[src/rtl/dma_word_arbiter.sv]
module dma_word_arbiter #(
  parameter int NCH = 6
) (
  input  logic             clk,
  input  logic             rst_n,
  input  logic [NCH-1:0]   req,
  input  logic [2*NCH-1:0] chan_prio,
  input  logic             word_done,
  input  logic [1:0]       core_prio,
  input  logic             core_wins_tie,
  output logic [NCH-1:0]   grant,
  output logic             busy,
  output logic             dma_owns_bus
);
  localparam int IW = (NCH > 1) ? $clog2(NCH) : 1;
  localparam logic [IW:0] NCH_W = (IW+1)'(NCH);
  localparam logic [IW-1:0] LAST = IW'(NCH - 1);

  logic [1:0]    lvl [NCH];
  logic [IW-1:0] ptr [4];
  logic [1:0]    top;
  logic          any_req;
  logic [NCH-1:0] pick;
  logic [IW-1:0] pick_idx;
  logic [1:0]    act_lvl;
  logic          decide;

  for (genvar c = 0; c < NCH; c++) begin : g_lvl
    assign lvl[c] = chan_prio[2*c +: 2];
  end

  always_comb begin
    top = 2'd0;
    any_req = 1'b0;
    for (int c = 0; c < NCH; c++) begin
      if (req[c] && lvl[c] >= top) top = lvl[c];
      any_req = any_req | req[c];
    end
  end

  always_comb begin
    logic [IW:0]   j;
    logic [IW-1:0] jn;
    logic          found;
    pick = '0;
    pick_idx = '0;
    found = 1'b0;
    for (int k = 0; k < NCH; k++) begin
      j = {1'b0, ptr[top]} + (IW+1)'(k);
      if (j >= NCH_W) j = j - NCH_W;
      jn = j[IW-1:0];
      if (!found && req[jn] && lvl[jn] == top) begin
        found = 1'b1;
        pick[jn] = 1'b1;
        pick_idx = jn;
      end
    end
  end

  assign busy   = |grant;
  assign decide = !busy || word_done;

  always_ff @(posedge clk or negedge rst_n) begin
    if (!rst_n) begin
      grant <= '0;
      for (int l = 0; l < 4; l++) ptr[l] <= '0;
    end else if (decide) begin
      grant <= pick;
      if (any_req) ptr[top] <= (pick_idx == LAST) ? '0 : pick_idx + IW'(1);
    end
  end

  always_comb begin
    act_lvl = 2'd0;
    for (int c = 0; c < NCH; c++)
      if (grant[c]) act_lvl = lvl[c];
  end

  assign dma_owns_bus = busy &&
    ((act_lvl > core_prio) || (act_lvl == core_prio && !core_wins_tie));


  grant_onehot_chk: assert property (@(posedge clk) disable iff (!rst_n)
    $onehot0(grant));


  grant_from_req_chk: assert property (@(posedge clk) disable iff (!rst_n)
    decide |=> ((grant & $past(req)) == grant));


  grant_hold_chk: assert property (@(posedge clk) disable iff (!rst_n)
    (busy && !word_done) |=> $stable(grant));


  bus_idle_chk: assert property (@(posedge clk) disable iff (!rst_n)
    dma_owns_bus |-> busy);


  idle_done_chk: assert property (@(posedge clk) disable iff (!rst_n)
    (!busy && req == '0) |=> (grant == '0));
endmodule

[config.mk]
export PLATFORM = sky130hd
export DESIGN_NAME = dma_word_arbiter
export DESIGN_NICKNAME = d
export VERILOG_FILES = /design/src/rtl/dma_word_arbiter.sv
export SDC_FILE = /design/constraint.sdc
export NUM_CORES = 1
export LEC_CHECK = 0
export BUFFER_PORTS_ARGS = -buffer_cell sky130_fd_sc_hd__buf_2
export CAP_MARGIN = 10
export CORE_UTILIZATION = 49
export DETAILED_ROUTE_END_ITERATION = 12
export PLACE_DENSITY = 0.68
export RECOVER_POWER = 100
export SYNTH_ARGS = -nofsm -noshare
export SYNTH_HDL_FRONTEND = slang
export SYNTH_SLANG_ARGS = --single-unit
[constraint.sdc]
create_clock -name clk -period 5.6 [get_ports clk]
set_input_delay 0.56 -clock clk [delete_from_list [all_inputs] [get_ports clk]]
set_output_delay 0.56 -clock clk [all_outputs]
set_load 0.005 [all_outputs]
==> flow_summary.toml <==
[timing]
setup_viol = 18
finalCritPeriodShare_pct = 160.3
clock_skew_ns = 0.001222
rsz0062_at_grt = "yes"
slew_headroom_pct = 36.61
hold_viol_final = 0
fmax_ghz = 0.1114
drv_slew = 0
worst_pin_slew_ns = 0.9509
period_needed_ns = 8.976
setup_tns_ns = -57.39
setup_slack_ns = -3.376

[synth]
synth.avg_cell_area_sq_um = 7.963
ys_dominant_reg_cell = "dfrtp_1"
ys_top_cells_by_area = "dfrtp_1, mux2i_1, nand2_1"
netlist_area_sq_um = 3735
synthTopCellsByCount = "nand2_1, mux2i_1, a21oi_1"
ys_ff_latch = 18
synth_most_common_cell = "nand2_1"
synth_top_area_cell = "dfrtp_1"
synth_top_area_share_pct = 12.06
ys_types = 93
async_flop_share_pct = 100.0
synth_edf_count = 0
yosysSeqAreaShare_pct = 12.06
ys_warn_count = 0
syn_nets = 509
synthCells = 469

[drt]
first_pass_iters = 7
wl_microns = 16460
drt-initial-drc-count = 467
via_per_inst = 6.502
ant_nets = 0
vias = 4987
drcViolationCount = 0
drt-wirelength-per-cell_microns = 21.46

[cts]
cts_tree = "built"
holdBufCountCts = 0
cts_sinks = 18
cts_max_path_buffers = 2
h-tree-depth = 1
clock_latency_ns = 0.25
cts_root_buf = "clkbuf_8"
clk_pin_slew_worst_paths_ns = 0.07
numCtsBuffers = 3

[placement]
io_buffer_count = 31
routabilityCongestion = 1.016
place_hpwl_microns = 11510

[setup_path]
endpoint_kind = "register"
r2r_end = "ptr[8]"
crit_path_max_fanout = 5
max_stage_delay_ns = 0.37
r2r_start = "ptr[9]"
reg2reg_slack_ns = 1.09
crit_path_start_kind = "input port"
criticalPathCategory = "input port to register"
arrival_ns = 9.17
r2r_cells = 16
worst_path_max_delay_cell = "a32oi_4"
cp-endpoint = "ptr[8]"
critPathRequiredTime_ns = 5.79
critPathLaunch = "chan_prio[0]"

[finish]
diodes = 0
area_growth_pct = 62.41
drive_above_1_share_pct = 53.29
final_core_util_pct = 83.18
finalNetCount = 709

[global_routing]
grt.busiest_layer = "met2"
overflow = 0
grtUsageMet3_pct = 6.094
grt_pass1_wl_microns = 23290
grt_pass1_vias = 4453
met2_usage_pct = 62.60
grt_antenna_before_repair = 0
grtUsageMet1_pct = 53.27
grt_max_degree = 19
grt_usage_pct = 38.83

[status]
violations = "negative setup slack"
outcome = "finished with violations"

[min_path]
hold_class = "input port to asynchronous set/reset pin"

[floorplanning]
die_y_microns = 89.31
rows = 31
ios = 32
initial_core_util_pct = 51.22
core_sq_um = 7292
die_x_microns = 89.31
fp.dieArea_sq_um = 7975

[run]
maxCapViolCount = 0
[through the flow]
stage / hold WS (ns) / instances / instance area (sq um) / setup WS, ns
2_1_floorplan: 0.2644 / 469 / 4004 / -3.853
3_3_place_gp: 0.4590 / 734 / 5294 / -3.793
3_5_place_dp: 0.4686 / 734 / 5294 / -4.083
4_1_cts: 0.2367 / 758 / 5814 / -3.092
5_1_grt: 0.5370 / 767 / 6066 / -3.553
6_report: 0.4330 / 767 / 6066 / -3.376
[worst max-delay path: cells and delay by family]
| family | cells | cell delay [ns] |
|---|---|---|
| compound gates | 19 | 3.53 |
| buf+inv | 5 | 0.55 |
| mux | 3 | 0.84 |
| fa+ha+maj | 6 | 1.41 |
| simple gates | 13 | 2.25 |
[what timing repair did]
action / in CTS / in global routing
buffers inserted: 20 / 10
endpoints found under the setup margin: 18 / 18
gates resized for setup: 68 / 39
pin swaps: 39 / 31
[routing by layer]
metal  vias up  routed length (microns)
li1       2207                        -
met1      2382                     6728
met2       332                     7428
met3        66                     1619
met4         0                      685
met5         -                        0
[area by class of cell]
| cell class | count | area, sq um |
|---|---|---|
| inverters | 20 | 82.58 |
| flip-flops and latches | 18 | 450.4 |
| fillers | 457 | 1226 |
| clock buffers | 4 | 55.05 |
| well taps | 99 | 123.9 |
| multi-input cells | 409 | 3740 |
| repair buffers | 217 | 1614 |
[cell families after synthesis]
logic type,synth area share (%)
buffers and inverters,5.260
adder cells (fa/ha/maj),5.360
AO/OA/AOI/OAI,34.00
flip-flops,12.06
AND/OR/NAND/NOR,22.21
XOR/XNOR,4.255
multiplexers,16.85
[worst min path at each step]
stage | start | to | slack [ns]
2_1_floorplan | rst_n | grant[0] | 0.26
3_3_place_gp | ptr[10] | ptr[10] | 0.46
3_5_place_dp | ptr[10] | ptr[10] | 0.47
4_1_cts | rst_n | ptr[4] | 0.24
5_1_grt | rst_n | ptr[4] | 0.54
6_report | rst_n | ptr[4] | 0.43
[flip-flops by register name, indices dropped and copies added (netlist names)]
signal	cells
ptr	12
grant	6
[layout by cell type, fill, tap and decap left out, drive strengths merged, types with 14 or more instances in the layout]
cell type | Yosys | final
nor3 | 14 | 14
dfrtp | 18 | 18
ha | 16 | 16
inv | 18 | 18
o21ai | 31 | 31
nand2 | 62 | 62
mux2i | 41 | 41
a21oi | 35 | 35
buf | 6 | 214
nor2 | 31 | 31
Power is not shown: default switching activity piles up to over one toggle a cycle in this logic, so the estimate is an artifact.
